--- src/rtl/dsp_pkg.sv ---
package dsp_pkg;
    localparam int DR_W = 35;
    localparam int ID_W = 32;

    localparam logic [3:0] IR_ABORT  = 4'h8;
    localparam logic [3:0] IR_DPACC  = 4'hA;
    localparam logic [3:0] IR_APACC  = 4'hB;
    localparam logic [3:0] IR_IDCODE = 4'hE;

    localparam logic [2:0] ACK_OK   = 3'b010;
    localparam logic [2:0] ACK_WAIT = 3'b001;

    localparam logic [1:0] DPA_NONE  = 2'd0;
    localparam logic [1:0] DPA_CTRL  = 2'd1;
    localparam logic [1:0] DPA_SEL   = 2'd2;
    localparam logic [1:0] DPA_RDBUF = 2'd3;

    localparam int CS_ORUN_EN = 0;
    localparam int CS_ORUN    = 1;
    localparam int CS_ERR     = 5;
    localparam int CS_DBG_REQ = 28;
    localparam int CS_DBG_ACK = 29;
    localparam int CS_SYS_REQ = 30;
    localparam int CS_SYS_ACK = 31;

    typedef enum logic [1:0] {DR_BYPASS, DR_IDCODE, DR_ACCESS} dr_sel_e;
    typedef enum logic {AP_IDLE, AP_BUSY} ap_state_e;

    typedef struct packed {
        logic [31:0] data;
        logic [1:0]  addr;
        logic        rnw;
    } acc_word_t;
endpackage

--- src/rtl/dsp_scan_path.sv ---
module dsp_scan_path
    import dsp_pkg::*;
(
    input  logic            tck,
    input  logic            rst_n,
    input  dr_sel_e         sel,
    input  logic            capture,
    input  logic            shift,
    input  logic [DR_W-1:0] cap_word,
    input  logic            tdi,
    output logic            tdo,
    output logic [DR_W-1:0] sr_q
);
    always_ff @(posedge tck or negedge rst_n) begin
        if (!rst_n) begin
            sr_q <= '0;
        end else if (capture) begin
            sr_q <= cap_word;
        end else if (shift) begin
            unique case (sel)
                DR_ACCESS: sr_q <= {tdi, sr_q[DR_W-1:1]};
                DR_IDCODE: sr_q[ID_W-1:0] <= {tdi, sr_q[ID_W-1:1]};
                DR_BYPASS: sr_q[0] <= tdi;
                default:   sr_q <= sr_q;
            endcase
        end
    end

    assign tdo = sr_q[0];
endmodule

--- src/rtl/dsp_ap_bank.sv ---
module dsp_ap_bank
    import dsp_pkg::*;
#(
    parameter int DEPTH   = 8,
    parameter int LATENCY = 8,
    localparam int AW     = (DEPTH > 1) ? $clog2(DEPTH) : 1,
    localparam int CNT_W  = $clog2(LATENCY + 1)
) (
    input  logic          tck,
    input  logic          rst_n,
    input  logic          req,
    input  logic          req_rnw,
    input  logic [AW-1:0] req_idx,
    input  logic [31:0]   req_wdata,
    input  logic          abort,
    output logic          busy,
    output logic          done_rd,
    output logic [31:0]   rdata
);
    ap_state_e state_q, state_d;
    logic [CNT_W-1:0] cnt_q;
    logic             p_rnw_q;
    logic [AW-1:0]    p_idx_q;
    logic [31:0]      p_wdata_q;
    logic [31:0]      mem_q [DEPTH];
    logic             finish;

    always_ff @(posedge tck or negedge rst_n) begin
        if (!rst_n) state_q <= AP_IDLE;
        else        state_q <= state_d;
    end

    always_comb begin
        state_d = state_q;
        unique case (state_q)
            AP_IDLE: if (req) state_d = AP_BUSY;
            AP_BUSY: begin
                if (abort)           state_d = AP_IDLE;
                else if (cnt_q == 0) state_d = AP_IDLE;
            end
            default: state_d = AP_IDLE;
        endcase
    end

    always_comb begin
        busy    = (state_q == AP_BUSY);
        finish  = busy && !abort && (cnt_q == 0);
        done_rd = finish && p_rnw_q;
        rdata   = mem_q[p_idx_q];
    end

    always_ff @(posedge tck or negedge rst_n) begin
        if (!rst_n) begin
            cnt_q     <= '0;
            p_rnw_q   <= 1'b0;
            p_idx_q   <= '0;
            p_wdata_q <= '0;
            for (int i = 0; i < DEPTH; i++) mem_q[i] <= '0;
        end else begin
            if (req && !busy) begin
                cnt_q     <= CNT_W'(LATENCY - 1);
                p_rnw_q   <= req_rnw;
                p_idx_q   <= req_idx;
                p_wdata_q <= req_wdata;
            end else if (busy && cnt_q != 0) begin
                cnt_q <= cnt_q - 1'b1;
            end
            if (finish && !p_rnw_q) mem_q[p_idx_q] <= p_wdata_q;
        end
    end

    assert_req_only_idle_R5: assert property (@(posedge tck) disable iff (!rst_n)
        req |-> !busy);
    assert_busy_from_req_R5: assert property (@(posedge tck) disable iff (!rst_n)
        $rose(busy) |-> $past(req));
endmodule

--- src/rtl/dsp_dp_ctrl.sv ---
module dsp_dp_ctrl
    import dsp_pkg::*;
#(
    parameter int AP_NUM = 0,
    parameter int DEPTH  = 8,
    localparam int AW    = (DEPTH > 1) ? $clog2(DEPTH) : 1,
    localparam int IDX_W = 6
) (
    input  logic          tck,
    input  logic          rst_n,
    input  logic          cap_acc,
    input  logic          upd_dp,
    input  logic          upd_ap,
    input  logic          upd_abort,
    input  acc_word_t     word,
    input  logic          ap_busy,
    input  logic          ap_done_rd,
    input  logic [31:0]   ap_rdata,
    output logic [31:0]   rdbuf,
    output logic [31:0]   ctrlstat,
    output logic          ap_req,
    output logic [AW-1:0] ap_idx,
    output logic          ap_abort
);
    logic        waited_q;
    logic        orun_en_q, orun_q, err_q;
    logic        dbg_req_q, dbg_ack_q, sys_req_q, sys_ack_q;
    logic [31:0] select_q, rdbuf_q;
    logic [IDX_W-1:0] full_idx;
    logic        dp_go, ap_go, wait_drop, sticky_any, ap_ok, ap_bad;

    always_comb begin
        dp_go      = upd_dp && !waited_q;
        ap_go      = upd_ap && !waited_q;
        wait_drop  = (upd_dp || upd_ap) && waited_q;
        sticky_any = orun_q || err_q;
        full_idx   = {select_q[7:4], word.addr};
        ap_ok      = (select_q[31:24] == 8'(AP_NUM)) && (int'(full_idx) < DEPTH);
        ap_req     = ap_go && !sticky_any && ap_ok;
        ap_bad     = ap_go && !sticky_any && !ap_ok;
        ap_idx     = full_idx[AW-1:0];
        ap_abort   = upd_abort && (word.data == 32'd1);
        ctrlstat   = '0;
        ctrlstat[CS_ORUN_EN] = orun_en_q;
        ctrlstat[CS_ORUN]    = orun_q;
        ctrlstat[CS_ERR]     = err_q;
        ctrlstat[CS_DBG_REQ] = dbg_req_q;
        ctrlstat[CS_DBG_ACK] = dbg_ack_q;
        ctrlstat[CS_SYS_REQ] = sys_req_q;
        ctrlstat[CS_SYS_ACK] = sys_ack_q;
        rdbuf      = rdbuf_q;
    end

    always_ff @(posedge tck or negedge rst_n) begin
        if (!rst_n) begin
            waited_q  <= 1'b0;
            orun_en_q <= 1'b0;
            orun_q    <= 1'b0;
            err_q     <= 1'b0;
            dbg_req_q <= 1'b0;
            dbg_ack_q <= 1'b0;
            sys_req_q <= 1'b0;
            sys_ack_q <= 1'b0;
            select_q  <= '0;
            rdbuf_q   <= '0;
        end else begin
            dbg_ack_q <= dbg_req_q;
            sys_ack_q <= sys_req_q;
            if (cap_acc) waited_q <= ap_busy;
            if (wait_drop && orun_en_q) orun_q <= 1'b1;
            if (ap_bad) err_q <= 1'b1;
            if (dp_go && !word.rnw) begin
                if (word.addr == DPA_CTRL) begin
                    orun_en_q <= word.data[CS_ORUN_EN];
                    dbg_req_q <= word.data[CS_DBG_REQ];
                    sys_req_q <= word.data[CS_SYS_REQ];
                    if (word.data[CS_ORUN]) orun_q <= 1'b0;
                    if (word.data[CS_ERR])  err_q  <= 1'b0;
                end else if (word.addr == DPA_SEL) begin
                    select_q <= word.data;
                end
            end
            if (ap_done_rd) begin
                rdbuf_q <= ap_rdata;
            end else if (dp_go && word.rnw) begin
                unique case (word.addr)
                    DPA_CTRL:  rdbuf_q <= ctrlstat;
                    DPA_SEL:   rdbuf_q <= select_q;
                    DPA_RDBUF: rdbuf_q <= rdbuf_q;
                    DPA_NONE:  rdbuf_q <= '0;
                    default:   rdbuf_q <= rdbuf_q;
                endcase
            end
        end
    end

    assert_wait_keeps_select_R5: assert property (@(posedge tck) disable iff (!rst_n)
        wait_drop |=> $stable(select_q));
    assert_rdbuf_no_side_effect_R4: assert property (@(posedge tck) disable iff (!rst_n)
        (dp_go && word.rnw && word.addr == DPA_RDBUF && !ap_done_rd) |=> $stable(rdbuf_q));
    assert_power_ack_follows_R11: assert property (@(posedge tck) disable iff (!rst_n)
        $rose(dbg_req_q) |=> dbg_ack_q);
endmodule

--- src/rtl/dbg_scan_port.sv ---
module dbg_scan_port
    import dsp_pkg::*;
#(
    parameter logic [31:0] IDCODE     = 32'h4C0F_F0A3,
    parameter int          AP_NUM     = 0,
    parameter int          AP_DEPTH   = 8,
    parameter int          AP_LATENCY = 8,
    localparam int         AW         = (AP_DEPTH > 1) ? $clog2(AP_DEPTH) : 1
) (
    input  logic       tck,
    input  logic       rst_n,
    input  logic [3:0] ir,
    input  logic       capture_dr,
    input  logic       shift_dr,
    input  logic       update_dr,
    input  logic       tdi,
    output logic       tdo
);
    dr_sel_e         sel;
    logic [DR_W-1:0] cap_word, sr_q;
    logic            is_acc, cap_acc;
    acc_word_t       word;
    logic [31:0]     rdbuf, ctrlstat, ap_rdata;
    logic            ap_req, ap_abort, ap_busy, ap_done_rd;
    logic [AW-1:0]   ap_idx;

    always_comb begin
        unique case (ir)
            IR_IDCODE:                   sel = DR_IDCODE;
            IR_ABORT, IR_DPACC, IR_APACC: sel = DR_ACCESS;
            default:                     sel = DR_BYPASS;
        endcase
        is_acc  = (ir == IR_DPACC) || (ir == IR_APACC);
        cap_acc = capture_dr && is_acc;
        word    = acc_word_t'(sr_q);
        unique case (sel)
            DR_IDCODE: cap_word = {{(DR_W-ID_W){1'b0}}, IDCODE};
            DR_ACCESS: begin
                if (!is_acc)      cap_word = {32'b0, ACK_OK};
                else if (ap_busy) cap_word = {32'b0, ACK_WAIT};
                else              cap_word = {rdbuf, ACK_OK};
            end
            default:   cap_word = '0;
        endcase
    end

    dsp_scan_path u_path (
        .tck(tck), .rst_n(rst_n), .sel(sel), .capture(capture_dr),
        .shift(shift_dr), .cap_word(cap_word), .tdi(tdi), .tdo(tdo), .sr_q(sr_q)
    );

    dsp_dp_ctrl #(.AP_NUM(AP_NUM), .DEPTH(AP_DEPTH)) u_ctrl (
        .tck(tck), .rst_n(rst_n), .cap_acc(cap_acc),
        .upd_dp(update_dr && ir == IR_DPACC),
        .upd_ap(update_dr && ir == IR_APACC),
        .upd_abort(update_dr && ir == IR_ABORT),
        .word(word), .ap_busy(ap_busy), .ap_done_rd(ap_done_rd), .ap_rdata(ap_rdata),
        .rdbuf(rdbuf), .ctrlstat(ctrlstat), .ap_req(ap_req), .ap_idx(ap_idx),
        .ap_abort(ap_abort)
    );

    dsp_ap_bank #(.DEPTH(AP_DEPTH), .LATENCY(AP_LATENCY)) u_bank (
        .tck(tck), .rst_n(rst_n), .req(ap_req), .req_rnw(word.rnw), .req_idx(ap_idx),
        .req_wdata(word.data), .abort(ap_abort), .busy(ap_busy),
        .done_rd(ap_done_rd), .rdata(ap_rdata)
    );

    assert_ack_code_R2: assert property (@(posedge tck) disable iff (!rst_n)
        cap_acc |=> (sr_q[2:0] == ACK_OK || sr_q[2:0] == ACK_WAIT));
    assert_sticky_blocks_ap_R7: assert property (@(posedge tck) disable iff (!rst_n)
        $rose(ap_busy) |-> !$past(ctrlstat[CS_ORUN] || ctrlstat[CS_ERR]));
endmodule

--- config.mk ---
export PLATFORM = sky130hd
export DESIGN_NAME = dbg_scan_port
export DESIGN_NICKNAME = d
export VERILOG_FILES = /design/src/rtl/dsp_pkg.sv /design/src/rtl/dsp_scan_path.sv /design/src/rtl/dsp_ap_bank.sv /design/src/rtl/dsp_dp_ctrl.sv /design/src/rtl/dbg_scan_port.sv
export SDC_FILE = /design/constraint.sdc
export NUM_CORES = 1
export LEC_CHECK = 0
export ABC_CLOCK_PERIOD_IN_PS = 2900
export BUFFER_PORTS_ARGS = -buffer_cell sky130_fd_sc_hd__buf_2
export CAP_MARGIN = 25
export CORE_MARGIN = 10
export CORE_UTILIZATION = 40
export DETAILED_ROUTE_END_ITERATION = 6
export PLACE_DENSITY = 0.64
export SLEW_MARGIN = 20
export SYNTH_ARGS = -nofsm -noshare
export SYNTH_HDL_FRONTEND = slang
export SYNTH_HIERARCHICAL = 1
export SYNTH_SLANG_ARGS = --single-unit
--- constraint.sdc ---
create_clock -name tck -period 2.9 [get_ports tck]
set_input_delay 0.29 -clock tck [delete_from_list [all_inputs] [get_ports tck]]
set_output_delay 0.29 -clock tck [all_outputs]
set_load 0.01 [all_outputs]
==> flow_summary.rst <==
.. list-table::
   :header-rows: 1

   * - Metric
     - Value
   * - Result of the run
     - finished clean
   * - Global Route met3 Usage
     - 4.198%
   * - Clock Sink Count
     - 404
   * - Root buf cell
     - clkbuf_16
   * - Count of antenna-violating nets left after detailed routing
     - 0
   * - Worst path top cell family by delay
     - simple AND/OR/NAND/NOR gates
   * - Finished layout cell area
     - 0.02142 mm^2
   * - Worst IR drop on VDD
     - 0.4905 mV
   * - Die area
     - 0.05626 mm^2
   * - Max-Slew Margin vs Limit
     - 34.28%
   * - Number of standard cells in the layout, taps in and fillers out
     - 2003
   * - Minimum clock period after layout
     - 2.713 ns
   * - Fin crit share
     - 93.57%
   * - Share of post-route cells with drive strength above 1
     - 44.56%
   * - Number of antenna cells inserted
     - 0
   * - Number of max-slew violations in the final report
     - 0
   * - Longest individual stage delay on the worst path
     - 0.47 ns
   * - Clock Tree Buf Depth
     - 3
   * - Slew at the pin closest to its max-slew limit
     - 0.9838 ns
   * - Power consumption
     - 0.01437 W
   * - Crit end category
     - flip-flop
   * - Count of buffers from port buffering
     - 10
   * - Number of buffers created by CTS
     - 45
   * - Number of global-route vias before repair
     - 12110
   * - Number of synthesis warnings
     - 6
   * - CTS H-Tree Depth
     - 2
   * - Setup violators final
     - 0
   * - Cells along the critical path
     - nor4_2 -> nand4_1 -> nor3_1 -> or3_4 -> nor2_2 -> nor3b_1 -> and3_1 -> buf_12 -> a221o_1
   * - Initial Util
     - 40.53%
   * - Minimum setup slack after placement
     - -0.005166 ns
   * - Maximum frequency from static timing analysis
     - 368.5 MHz
   * - Met1 demand-to-capacity share in global routing
     - 22.05%
   * - Final hold viol count
     - 0
   * - Post-Synthesis Net Count
     - 1352
   * - Unrepaired setup endpoints after global routing
     - false
   * - Number of instances in the synthesized netlist
     - 1335
   * - Layout area overhead
     - 13.53%
   * - Pin count of the biggest net entering global routing
     - 89
   * - CP Data Required Time
     - 3.41 ns
   * - Pwr/cell area
     - 670.9 mW/mm^2
   * - Violation count after the first detailed-routing iteration
     - 786
   * - Final Wtd Congestion
     - 0.7855
   * - Die width
     - 237.2 um
   * - Busiest layer in global routing
     - met2
   * - Cell with the largest stage delay on the worst path
     - nor4_2
   * - Post-CTS Repair Setup Buffers
     - 0
   * - CP arrival
     - 3.22 ns
   * - Wire length of the first global-routing pass
     - 73.57 mm
   * - Core Region
     - 0.04656 mm^2
   * - Total routed wirelength
     - 46.89 mm
   * - Number of maximum-capacitance constraint violations
     - 0
   * - Post-route worst setup slack
     - 0.1866 ns
   * - Number of antenna violations at the first check in global routing
     - 0
   * - Clock tree from TritonCTS
     - yes
   * - Leakage power
     - 10.50 nW
   * - Final routed DRC violation total
     - 0
   * - Critical path peak fanout
     - 25
   * - Total cell area at the placement stage
     - 0.01984 mm^2
   * - Final global-route overflow total
     - 0
   * - Detailed-router iteration count before antenna repair
     - 7
   * - Chip height
     - 237.2 um
   * - Class of the worst hold path
     - input port to flip-flop
   * - Post-DP HPWL
     - 28.80 mm
   * - Max Clock Skew
     - 0.01633 ns
   * - I/O pins
     - 11
   * - Buffering stage count on the worst path with inverters included
     - 1
   * - Syn Std Cell Area
     - 0.01887 mm^2
   * - Fraction of met2 tracks used by global routing
     - 26.21%
   * - FP Rows
     - 79
   * - Via-to-Cell Ratio
     - 5.690
   * - Average cell area after synthesis
     - 14.14 um^2
   * - Start-to-end type of the worst setup path
     - flip-flop to flip-flop
   * - TNS Setup
     - 0 ns
   * - Clock-pin transition on the worst setup and hold timing paths
     - 0.06 ns
   * - Overall fraction of global-route tracks in use
     - 16.54%
   * - Final net count
     - 1381
   * - Cell total after placement
     - 1923
   * - Routed vias
     - 11400
   * - Mean routed wirelength per cell
     - 23.41 um
   * - Type of element launching the critical path
     - flip-flop
   * - Worst-Skew Late Latency
     - 0.58 ns
==> registers in the layout (all words and copies together), names as in the netlist <==
signal / count
u_ctrl/waited_q: 1
u_ctrl/orun_q: 1
u_ctrl/sys_ack_q: 1
u_ctrl/select_q: 32
u_bank/p_wdata_q: 32
u_bank/p_rnw_q: 1
u_bank/mem_q: 256
u_ctrl/sys_req_q: 1
u_path/sr_q: 35
u_ctrl/orun_en_q: 1
u_ctrl/dbg_req_q: 1
u_bank/p_idx_q: 3
u_ctrl/rdbuf: 32
u_ctrl/err_q: 1
u_ctrl/dbg_ack_q: 1
u_bank/busy: 1
u_bank/cnt_q: 4
==> tightest hold or removal path, stage by stage <==
cell,delay [ns]
buf_2,0.10
mux2i_1,0.06
o21ai_0,0.13
==> metrics by stage <==
step / util (%) / hold WS, ns
final: 46.02 / 0.04176
after global routing: 46.02 / 0.06994
after CTS: 46.01 / 0.01821
after detailed placement: 42.61 / 0.2473
after global placement: 42.61 / 0.2453
after floorplan: - / -0.005591
==> worst paths after layout <==
kind	from	end	slack (ns)	depth (start not counted)
min in group asynchronous	rst_n	u_bank/mem_q[189]$_DFFE_PN0P_	0.22	2
max reg2reg	u_path/sr_q[32]$_DFFE_PN0P_	u_ctrl/rdbuf[22]$_DFFE_PN0P_	0.19	9
max	u_path/sr_q[32]$_DFFE_PN0P_	u_ctrl/rdbuf[22]$_DFFE_PN0P_	0.19	9
max in group asynchronous	rst_n	u_bank/mem_q[132]$_DFFE_PN0P_	1.77	3
min	tdi	u_path/sr_q[34]$_DFFE_PN0P_	0.04	3
min reg2reg	u_ctrl/sys_req_q$_DFFE_PN0P_	u_ctrl/sys_ack_q$_DFF_PN0_	0.41	0
==> placed cells by master (no fill, tap or decap), types with 6 or more instances in the layout <==
| cell | n |
|---|---|
| clkbuf_8 | 9 |
| clkbuf_1 | 7 |
| mux2_1 | 6 |
| mux2_4 | 30 |
| mux2i_1 | 19 |
| and2_1 | 30 |
| o21ai_0 | 19 |
| nand3b_1 | 9 |
| and3_1 | 27 |
| nor2b_1 | 12 |
| buf_4 | 48 |
| a221o_1 | 31 |
| a221oi_1 | 27 |
| nor4_1 | 9 |
| mux4_2 | 26 |
| mux2_2 | 375 |
| nand2_1 | 57 |
| bufinv_16 | 6 |
| buf_12 | 20 |
| ha_1 | 7 |
| o221ai_1 | 6 |
| a31o_2 | 13 |
| nor2_1 | 8 |
| clkbuf_16 | 47 |
| dfrtp_1 | 401 |
| a22oi_1 | 9 |
| inv_1 | 10 |
| buf_2 | 9 |
| a21oi_1 | 20 |
==> repair_timing <==
action / 4_1_cts / 5_1_grt
gates resized for setup: 0 / 1
hold endpoints to repair: 47 / 0
hold buffers: 1 / 0
endpoints found under the setup margin: 0 / 32
==> cell type report <==
cell class	instances	area (um^2)
fillers	4047	25130
flip-flops and latches	404	10120
multi-input cells	823	8105
clock buffers	63	1326
repair buffers	79	830.8
well taps	607	759.5
clock inverters	16	245.2
inverters	11	41.29
==> metal layers <==
metal,up-vias,wire (um),part of all wire [%]
met4,0,963,2.1
met5,-,0,0
li1,5026,-,-
met3,66,2747,5.9
met1,6076,21290,45
met2,229,21890,47
==> report_power, final <==
part	switching [W]	internal, W	total (W)
registers	0.000301	0.00575	0.00605
logic	0.00143	0.000823	0.00226
clock network	0.00235	0.00372	0.00606
total	0.00408	0.0103	0.0144
Power figures use the tool's default switching activity.
